$ cat config.mk
export PLATFORM = sky130hd
export DESIGN_NAME = i2c_bus_monitor
export DESIGN_NICKNAME = d
export VERILOG_FILES = /design/src/rtl/i2cmon_pkg.sv /design/src/rtl/i2cmon_sync.sv /design/src/rtl/i2cmon_cond.sv /design/src/rtl/i2cmon_arb.sv /design/src/rtl/i2c_bus_monitor.sv
export SDC_FILE = /design/constraint.sdc
export NUM_CORES = 1
export LEC_CHECK = 0
export CAP_MARGIN = 20
export CORE_AREA = 5 5 42 44
export DETAILED_ROUTE_END_ITERATION = 7
export DIE_AREA = 0 0 47 49
export PLACE_DENSITY = 0.62
export SLEW_MARGIN = 20
export SYNTH_ARGS = -nofsm -noshare
export SYNTH_HDL_FRONTEND = slang
export SYNTH_SLANG_ARGS = --single-unit
export TNS_END_PERCENT = 10
$ cat constraint.sdc
create_clock -name clk -period 1.24 [get_ports clk]
set_input_delay 0.248 -clock clk [delete_from_list [all_inputs] [get_ports clk]]
set_output_delay 0.248 -clock clk [all_outputs]
set_load 0.01 [all_outputs]
$ cat src/rtl/i2cmon_pkg.sv
package i2cmon_pkg;
  typedef enum logic [1:0] {
    PH_IDLE   = 2'b00,
    PH_TX     = 2'b01,
    PH_ACK_RX = 2'b10,
    PH_RX     = 2'b11
  } phase_e;
endpackage

$ cat src/rtl/i2cmon_sync.sv
module i2cmon_sync #(
  parameter int unsigned STAGES = 2,
  parameter int unsigned WIDTH  = 2
) (
  input  logic             clk,
  input  logic             rst_n,
  input  logic [WIDTH-1:0] din,
  output logic [WIDTH-1:0] dout
);
  localparam int unsigned LAST = STAGES - 1;

  logic [WIDTH-1:0] stg_q [STAGES];

  for (genvar i = 0; i < STAGES; i++) begin : g_stg
    logic [WIDTH-1:0] stg_d;
    if (i == 0) begin : g_first
      always_comb stg_d = din;
    end else begin : g_rest
      always_comb stg_d = stg_q[i-1];
    end
    // idle bus lines are high, so reset to ones to avoid a false edge
    always_ff @(posedge clk or negedge rst_n) begin
      if (!rst_n) stg_q[i] <= '1;
      else        stg_q[i] <= stg_d;
    end
  end

  assign dout = stg_q[LAST];
endmodule

$ cat src/rtl/i2cmon_cond.sv
module i2cmon_cond (
  input  logic clk,
  input  logic rst_n,
  input  logic scl_s,
  input  logic sda_s,
  output logic start_ev,
  output logic stop_ev,
  output logic scl_rise,
  output logic start_det,
  output logic stop_det,
  output logic busy
);
  logic scl_p_q, sda_p_q;
  logic start_q, stop_q, busy_q;
  logic busy_en, busy_d;

  always_comb begin
    start_ev = scl_p_q & scl_s & sda_p_q & ~sda_s;
    stop_ev  = scl_p_q & scl_s & ~sda_p_q & sda_s;
    scl_rise = ~scl_p_q & scl_s;
    busy_en  = start_ev | stop_ev;
    busy_d   = start_ev;
  end

  always_ff @(posedge clk or negedge rst_n) begin
    if (!rst_n) begin
      scl_p_q <= 1'b1;
      sda_p_q <= 1'b1;
      start_q <= 1'b0;
      stop_q  <= 1'b0;
      busy_q  <= 1'b0;
    end else begin
      scl_p_q <= scl_s;
      sda_p_q <= sda_s;
      start_q <= start_ev;
      stop_q  <= stop_ev;
      if (busy_en) busy_q <= busy_d;
    end
  end

  assign start_det = start_q;
  assign stop_det  = stop_q;
  assign busy      = busy_q;
endmodule

$ cat src/rtl/i2cmon_arb.sv
module i2cmon_arb
  import i2cmon_pkg::*;
(
  input  logic   clk,
  input  logic   rst_n,
  input  logic   scl_rise,
  input  logic   sda_s,
  input  logic   sda_drive,
  input  phase_e phase,
  input  logic   is_master,
  input  logic   req_start,
  input  logic   req_rstart,
  input  logic   req_stop,
  input  logic   stop_ev,
  input  logic   busy,
  input  logic   clr_arb,
  output logic   arb_lost,
  output logic   to_slave
);
  logic arb_q, slv_q, pend_q;
  logic arb_d, slv_d, pend_d;
  logic mism, loss_tx, loss_ack, loss_busy, loss_rs, loss_stop, loss_any;

  always_comb begin
    mism      = scl_rise & sda_drive & ~sda_s & is_master;
    loss_tx   = mism & (phase == PH_TX);
    loss_ack  = mism & (phase == PH_ACK_RX);
    loss_busy = req_start & busy;
    loss_rs   = req_rstart & ~is_master;
    loss_stop = stop_ev & is_master & ~(pend_q | req_stop);
    loss_any  = loss_tx | loss_ack | loss_busy | loss_rs | loss_stop;

    arb_d  = loss_any | (arb_q & ~clr_arb);
    slv_d  = loss_any & is_master;
    pend_d = (pend_q | req_stop) & ~stop_ev;
  end

  always_ff @(posedge clk or negedge rst_n) begin
    if (!rst_n) begin
      arb_q  <= 1'b0;
      slv_q  <= 1'b0;
      pend_q <= 1'b0;
    end else begin
      arb_q  <= arb_d;
      slv_q  <= slv_d;
      pend_q <= pend_d;
    end
  end

  assign arb_lost = arb_q;
  assign to_slave = slv_q;
endmodule

$ cat src/rtl/i2c_bus_monitor.sv
module i2c_bus_monitor
  import i2cmon_pkg::*;
#(
  parameter int unsigned SYNC_STAGES = 2
) (
  input  logic       clk,
  input  logic       rst_n,
  input  logic       scl_in,
  input  logic       sda_in,
  input  logic       sda_drive,
  input  logic [1:0] bit_phase,
  input  logic       is_master,
  input  logic       req_start,
  input  logic       req_rstart,
  input  logic       req_stop,
  input  logic       clr_arb,
  output logic       start_det,
  output logic       stop_det,
  output logic       busy,
  output logic       arb_lost,
  output logic       to_slave
);
  localparam int unsigned LINES = 2;

  logic [LINES-1:0] pins_s;
  logic scl_s, sda_s;
  logic start_ev, stop_ev, scl_rise;
  logic busy_i;

  i2cmon_sync #(.STAGES(SYNC_STAGES), .WIDTH(LINES)) u_sync (
    .clk  (clk),
    .rst_n(rst_n),
    .din  ({scl_in, sda_in}),
    .dout (pins_s)
  );

  assign scl_s = pins_s[1];
  assign sda_s = pins_s[0];

  i2cmon_cond u_cond (
    .clk      (clk),
    .rst_n    (rst_n),
    .scl_s    (scl_s),
    .sda_s    (sda_s),
    .start_ev (start_ev),
    .stop_ev  (stop_ev),
    .scl_rise (scl_rise),
    .start_det(start_det),
    .stop_det (stop_det),
    .busy     (busy_i)
  );

  i2cmon_arb u_arb (
    .clk       (clk),
    .rst_n     (rst_n),
    .scl_rise  (scl_rise),
    .sda_s     (sda_s),
    .sda_drive (sda_drive),
    .phase     (phase_e'(bit_phase)),
    .is_master (is_master),
    .req_start (req_start),
    .req_rstart(req_rstart),
    .req_stop  (req_stop),
    .stop_ev   (stop_ev),
    .busy      (busy_i),
    .clr_arb   (clr_arb),
    .arb_lost  (arb_lost),
    .to_slave  (to_slave)
  );

  assign busy = busy_i;
endmodule

# ---- Word level (Yosys, flattened, before mapping)
# Cells that the tools add are included.
dict set report totals {
  register_bits 12
  out_inout_bits 5
}
dict set report op_classes {
  n_bitwise 32
  n_eq_ne 2
}
# cell n
set op_table {}
lappend op_table {{$and 1x1->1} 18}
lappend op_table {{$not 1->1} 7}
lappend op_table {{$or 1x1->1} 7}
lappend op_table {{$eq 2x1->1 const B} 1}
lappend op_table {{$eq 2x2->1 const B} 1}

# ---- Longest topological paths before layout
# Gate-level depths: netlist of the first run.
dict set report logic_depth {
  ltp_word 11
  ltp_mapped 3
  ltp_nobuf 3
}

# ---- Modules after synthesis
# From an unflattened synthesis of the first run, not the netlist that was laid out.
dict set report unflattened {
  hier_cells 30
  area_unflattened_um2 426.7
}
# mod area_each_um2 seq_area_each_um2 n_inst cells_per_inst
set by_module_without_submodules {}
lappend by_module_without_submodules {i2cmon_cond 177.7 127.6 1 12}
lappend by_module_without_submodules {i2cmon_arb 143.9 75.1 1 14}
lappend by_module_without_submodules {i2cmon_sync 105.1 105.1 1 4}

# ---- Least setup slack after synthesis of the first run
# Ideal clock, no wire load.
dict set report synth_path {
  path_type {reg-to-reg}
  startpoint {register u_cond.sda_p_q}
  endpoint {register u_arb.arb_q, in the netlist u_arb.arb_lost}
  period_less_slack_ns 1.245
  arrival_ns 1.105
  path_buffers 0
  path_slack_ns -0.005
  stages_incl_launch_ff 4
  t_required_ns 1.100
  path_cell_list {dfstp_2 -> and4b_4 -> a222oi_1 -> nand3_1}
}
dict set report synth_between {
  elab_chain_len 7
}
# item line
set synth_lines {}
lappend synth_lines {{from (decl)} i2cmon_cond.sv:13} ;# logic scl_p_q, sda_p_q;
lappend synth_lines {{from (signal assigned)} i2cmon_cond.sv:34} ;# sda_p_q <= sda_s;
lappend synth_lines {{$not 1->1} i2cmon_cond.sv:19} ;# stop_ev = scl_p_q & scl_s & ~sda_p_q & sda_s;
lappend synth_lines {{$and 1x1->1 (2 in a row)} i2cmon_cond.sv:19}
lappend synth_lines {{named net stop_ev} i2c_bus_monitor.sv:27} ;# logic start_ev, stop_ev, scl_rise;
lappend synth_lines {{$and 1x1->1 (2 in a row)} i2cmon_arb.sv:30} ;# loss_stop = stop_ev & is_master & ~(pend_q | req_stop);
lappend synth_lines {{$or 1x1->1} i2cmon_arb.sv:31} ;# loss_any = loss_tx | loss_ack | loss_busy | loss_rs | loss_stop;
lappend synth_lines {{$or 1x1->1} i2cmon_arb.sv:33} ;# arb_d = loss_any | (arb_q & ~clr_arb);
lappend synth_lines {{named net u_arb.arb_d} i2cmon_arb.sv:21} ;# logic arb_d, slv_d, pend_d;
lappend synth_lines {{to (signal assigned)} i2cmon_arb.sv:44} ;# arb_q <= arb_d;
lappend synth_lines {{to (decl)} i2cmon_arb.sv:20} ;# logic arb_q, slv_q, pend_q;
# The timed path passes the listed nets, and every way through them passes these cells.
# A chain may end at the register's enable or synchronous reset.

# ---- Worst setup path after layout of the first run
dict set report layout_path {
  startpoint {register u_cond.sda_p_q}
  endpoint {register u_arb.slv_q, in the netlist u_arb.to_slave}
}
dict set report layout_between {
  elab_chain_len 7
}
# item line
set layout_lines {}
lappend layout_lines {{$not 1->1} i2cmon_cond.sv:19}
lappend layout_lines {{$and 1x1->1 (2 in a row)} i2cmon_cond.sv:19}
lappend layout_lines {{named net stop_ev} i2c_bus_monitor.sv:27}
lappend layout_lines {{$and 1x1->1 (2 in a row)} i2cmon_arb.sv:30}
lappend layout_lines {{$or 1x1->1} i2cmon_arb.sv:31}
lappend layout_lines {{$and 1x1->1} i2cmon_arb.sv:34} ;# slv_d = loss_any & is_master;
lappend layout_lines {{named net u_arb.slv_d} i2cmon_arb.sv:21}
lappend layout_lines {{to (signal assigned)} i2cmon_arb.sv:45} ;# slv_q <= slv_d;
lappend layout_lines {{to (decl)} i2cmon_arb.sv:20}
# The timed path passes the listed nets, and every way through them passes these cells.

==> qor.yml, run 1 <==
netlist_area_sq_um: 414.1
firstDrtPassIters: 4
clk_pin_slew_ns: 0.08
synth_flop_cell: "dfstp_2"
portBuffers: 16
hold_viol_final: 0
cts_tree: "built"
clockRootBuffer: "clkbuf_4"
path_max_fanout: 2
p_per_area_nw_per_um2: 1321
grtUsageTotal: 0.07912
core_sq_um: 1401
status: "finished, violations left"
fin_hold_ws_ns: 0.2664
clk_path_buf_depth: 2
num_vias: 295
crit_cells: 3
final_max_slew_viol_count: 0
nets: 63
max_stage_delay_ns: 0.53
tns_ns: -0.1026
rrSetupSlack_ns: -0.05
fmaxAchievable_ghz: 0.7733
ys_seq_area_frac: 0.7432
finalInstanceArea_sq_um: 640.6
arrival_ns: 1.43
wire_per_inst_um: 11.30
stdcell_count: 66
relSlewSlack: 0.7676
area_growth_pct: 54.68
clock_latency_ns: 0.27
min_period_ns: 1.293
place.gp.congestion: 0.6885
violations: "negative setup slack"
leakagePower_nw: 0.2908
cts_buffers: 3
path_delay_family: "flip-flops"
floorplan.initialDensity: 0.2955
worst-setup-path-type: "flip-flop to flip-flop"
cts-hold-fix-buffers: 0
ys_warn_count: 0
num_rows: 14
crit_chain: "and4b_4 > a222oi_1 > a21oi_1"
setup_viol: 2
end_kind: "flip-flop"
grt_pass1_vias: 309
cp_slowest_cell: "dfstp_2"
avgSynthCellArea_sq_um: 14.79
cp-start-kind: "flip-flop"
synth_top_area_share: 0.3807
ys_types: 16
top_level_ports: 17
dp_hpwl_um: 606.9
grt_max_degree: 13
cts_num_sinks: 12
dpl-instance-area_sq_um: 609.3
r2r_cells: 3
wirelength_um: 746
die_x_um: 47
ys_seq_elements: 12
grt_pass1_wl_um: 1283
dp.cells: 62
syn-num-nets: 40
tightest_slew_ns: 0.3486
min_path_type: "input port to async pin"
cp_num_buf_inv: 0
htree_levels: 1
die_area_sq_um: 2303
startpoint: "u_cond.sda_p_q"
layout-drive-gt1-share: 0.2800
drc: 0
diodes: 0
grt-ovfl-total: 0
antenna_found_initial: 0
die_y_um: 49
synthTopCellsByArea: "dfstp_2, dfrtp_1, and4b_4"
synth-edff-count: 0
rsz0062_at_grt: "true"
finalWorstSetupSlack_ns: -0.05309
syn_inst: 28
pre_cts_slack_ns: -0.2125
drtAntennaViolNets: 0
via_per_inst: 4.470
synth_common_cells: "dfrtp_1, dfstp_2, inv_1, nor2_1"
cap_violations: 0
synth-async-reset-ratio: 1.000
drt_iter0_markers: 15
synth_top_area_cell: "dfstp_2"
r2r_start: "u_cond.sda_p_q"
skew_ns: 0.007317
critical_path_required_ns: 1.38
crit_path_end: "u_arb.to_slave"
reg2reg_to: "u_arb.to_slave"
finalCritPeriodShare: 1.043
ir_drop_v: 0.0006300
-- placed cells by master (no fill, tap or decap), drive strengths merged, types with 2 or more instances in the layout --
cell / netlist / final
nor2: 2 / 2
inv: 2 / 2
dfstp: 6 / 6
clkbuf: 0 / 4
clkdlybuf4s50: 0 / 11
dlygate4sd2: 0 / 4
buf: 0 / 2
dfrtp: 6 / 6
-- layer usage --
metal / up-vias / global-route usage / routed length (um)
met1: 143 / 0.08904 / 283
met3: 0 / 0.04059 / 89
met4: 0 / 0.02765 / 0
li1: 141 / - / -
met5: - / 0 / 0
met2: 11 / 0.1244 / 373
-- cells by family (layout without fill, tap and decap cells) --
logic type,count (synthesis),count (layout),share of synthesized area
buf+inv,2,24,0.01813
xor+xnor,1,1,0.02115
flops,12,12,0.7432
simple gates,10,10,0.1632
compound gates,3,3,0.05438
-- registers in the layout, summed over array words and instances (netlist names) --
signal	cells
u_arb.pend_q	1
u_cond.sda_p_q	1
u_arb.to_slave	1
u_cond.busy	1
u_cond.start_det	1
u_sync.g_stg.stg_d	2
u_sync.dout	2
u_cond.scl_p_q	1
u_arb.arb_lost	1
u_cond.stop_det	1
-- area by class of cell --
type / count / area [sq um]
Timing Repair Buffer: 18 / 170.2
Fill cell: 142 / 760.7
Multi-Input combinational cell: 14 / 98.84
Inverter: 2 / 7.507
Sequential cell: 12 / 307.8
Tap cell: 16 / 20.02
Clock buffer: 4 / 36.28
-- per-stage QoR --
stage	power, mW	util
3_3_place_gp	0.5642	0.4348
4_1_cts	0.8606	0.4563
3_5_place_dp	0.5657	0.4348
5_1_grt	0.9055	0.4571
6_report	0.8466	0.4571
2_1_floorplan	0.4800	-
-- how the worst min path moves through the flow --
stage | end | slack (ns) | cells after the start
final | u_cond.busy | 0.27 | 2
after global routing | u_arb.pend_q | 0.26 | 2
after CTS | u_arb.pend_q | 0.26 | 2
after detailed placement | u_sync.dout[1] | 0.35 | 0
after global placement | u_sync.dout[0] | 0.35 | 0
after floorplan | u_arb.arb_lost | -0.05 | 0
-- timing repair --
action                     CTS  global route
setup buffers                0             0
pin swaps                    1             1
setup endpoints to repair    7             4
resized for setup            5             1
gates cloned                 0             0
-- power breakdown --
group | internal [mW] | switching (mW)
sequential | 0.427 | 0.0141
combinational | 0.0668 | 0.0384
clock | 0.178 | 0.122
(Power assumes the default switching activity.)
==> inputs of run 2 (changes only) <==
- PLACE_DENSITY: 0.62 -> 0.6
- clock period: 1.24 -> 1.45 ns (I/O delays scaled with it)
==> run 2 against run 1 <==
  * The run now ends clean
  * Routed wire length increased by 8.8%
  * Clock power decreased by 14%
  * Worst setup slack improved by 0.15 ns
  * Highest routed layer unchanged
  * Largest cell class unchanged
  * Final area decreased by 0.78%
  * Sequential share of layout area increased by 0.38 points
  * Power decreased by 14%
  * Largest power group unchanged
  * Critical path depth unchanged
==> qor.yml, run 2 (synthesized netlist as in run 1, its figures left out) <==
fillerInstances: 128  # -9.9%
wirelength_um: 812  # +8.8%
die_area_sq_um: 2303  # unchanged
core_sq_um: 1401  # unchanged
cp-start-kind: "flip-flop"
area_growth_pct: 53.47
layout-drive-gt1-share: 0.2500  # -0.03000
clockRootBuffer: "clkbuf_4"
cts_tree: "built"
grt_pass1_wl_um: 1255  # -2.2%
fmaxAchievable_ghz: 0.7376  # -4.6%
wire_per_inst_um: 12.69  # +12%
cts_buffers: 3  # unchanged
drt_iter0_markers: 3  # -12
final-seq-area_sq_um: 307.8  # unchanged
grt_max_degree: 13  # unchanged
rsz0062_at_grt: "false"
arrival_ns: 1.49  # +0.06 ns
pwr-share-seq: 0.518  # -0.003
fin_hold_ws_ns: 0.3481  # +0.08172 ns
htree_levels: 1  # unchanged
multi_input_area_sq_um: 98.84  # unchanged
drc: 0  # unchanged
mostFrequentLayoutCells: "clkdlybuf4s50_1, dfrtp_1, dfstp_2, clkbuf_4, dlymetal6s2s_1"
dp_hpwl_um: 635.1  # +4.6%
skew_ns: 0.006782  # -0.0005351 ns
clkPwrFrac: 0.358  # +0.003
final_common_cell: "clkdlybuf4s50_1"
comb_power_share: 0.124  # about the same
leakagePower_nw: 0.3190  # +9.7%
path_max_fanout: 4  # +2
hold_viol_final: 0  # unchanged
diodes: 0  # unchanged
total_power_mw: 0.7263  # -14%
p_per_area_nw_per_um2: 1143  # -14%
place.gp.congestion: 0.6303  # -8.5%
intPower_mw: 0.5723  # -15%
r2r_start: "u_cond.sda_p_q"
firstDrtPassIters: 4  # unchanged
drtAntennaViolNets: 0  # unchanged
final_max_slew_viol_count: 0  # unchanged
grt-ovfl-total: 0  # unchanged
nets: 61  # -3.2%
p_sw_frac: 0.2121  # +0.005335
via_per_inst: 4.391  # -1.8%
cap_violations: 0  # unchanged
clk_path_buf_depth: 2  # unchanged
portBuffers: 16  # unchanged
finalCritPeriodShare: 0.9350  # -0.1078
num_vias: 281  # -4.7%
grtUsageTotal: 0.07786  # -0.001259
worst-setup-path-type: "flip-flop to flip-flop"
cts_num_sinks: 12  # unchanged
min_path_type: "input port to async pin"
status: "finished clean"
reg2reg_to: "u_arb.arb_lost"
ir_drop_v: 0.0004918  # -22%
clock_latency_ns: 0.27  # about the same
end_kind: "flip-flop"
setup_viol: 0  # -2
top_level_ports: 17  # unchanged
grt_pass1_vias: 314  # +1.6%
r2r_cells: 3  # unchanged
antenna_found_initial: 0  # unchanged
rrSetupSlack_ns: 0.09  # +0.15 ns
min_period_ns: 1.356  # +0.06265 ns
clk_pin_slew_ns: 0.08  # about the same
tightest_slew_ns: 0.4921  # +0.1434 ns
relSlewSlack: 0.6709  # -0.09666
p_sw_mw: 0.1540  # -12%
num_rows: 14  # unchanged
critical_path_required_ns: 1.58  # +0.20 ns
die_x_um: 47  # unchanged
floorplan.initialDensity: 0.2955  # unchanged
die_y_um: 49  # unchanged
[run 2: cell types whose count changed in the layout (fill, tap and decap cells not counted)]
cell / previous run / this run
buf_4: 2 / 0
clkdlybuf4s15_1: 1 / 0
dlygate4sd2_1: 4 / 2
dlymetal6s2s_1: 0 / 3
[run 2: power groups by stage]
| stage | Sequential, mW | Clock (mW) | Combinational (mW) |
|---|---|---|---|
| final | 0.376 | 0.260 | 0.0897 |
| after global placement | 0.382 | 0 | 0.0966 |
| after global routing | 0.380 | 0.286 | 0.0969 |
| after CTS | 0.377 | 0.274 | 0.0924 |
| after detailed placement | 0.384 | 0 | 0.0986 |
| after floorplan | 0.388 | 0 | 0.0225 |
[run 2: timing repair]
| item | 4_1_cts | 5_1_grt |
|---|---|---|
| endpoints found under the hold margin | 0 | 0 |
| setup endpoints to repair | 2 | 3 |
| resized for setup | 2 | 3 |
| setup buffers | 0 | 0 |
| hold buffers | 0 | 0 |
[run 2: worst max path at each step]
stage               startpoint        endpoint  slack, ns  cells after the start
2_1_floorplan   u_cond.sda_p_q  u_arb.arb_lost       0.21                      3
3_3_place_gp         is_master  u_arb.arb_lost      -0.05                      4
3_5_place_dp         is_master  u_arb.arb_lost      -0.07                      4
4_1_cts        u_cond.stop_det        stop_det       0.01                      1
5_1_grt         u_cond.sda_p_q  u_arb.arb_lost       0.06                      3
6_report        u_cond.sda_p_q  u_arb.arb_lost       0.09                      3
[run 2: worst max-delay path, stage by stage (launching register included)]
cell	delay [ns]
dfstp_2	0.53
and4b_4	0.21
a222oi_1	0.34
nand3_1	0.15
[run 2: routing by layer]
metal	share of wire	GRT usage	wire length, um
met5	0	0	0
met3	0.089	0.02214	72
met2	0.57	0.1380	459
met4	0	0.04147	0
met1	0.34	0.07586	280
[run 2: cell type report]
class,count,share of cell area
clock buffers,4,0.05709
inverters,2,0.01181
multi-input cells,14,0.1555
flip-flops and latches,12,0.4843
well taps,16,0.03150
repair buffers,16,0.2598
[run 2: per-stage QoR]
step                      utilization  worst slack [ns]  area, sq um  cells  TNS [ns]
after floorplan                     -            0.2051        414.1     28         0
after CTS                      0.4482           0.01086        628.1     64         0
final                          0.4536           0.09426        635.6     64         0
after detailed placement       0.4241          -0.07161        594.3     60   -0.1050
after global placement         0.4241          -0.04995        594.3     60  -0.05447
after global routing           0.4536           0.05978        635.6     64         0
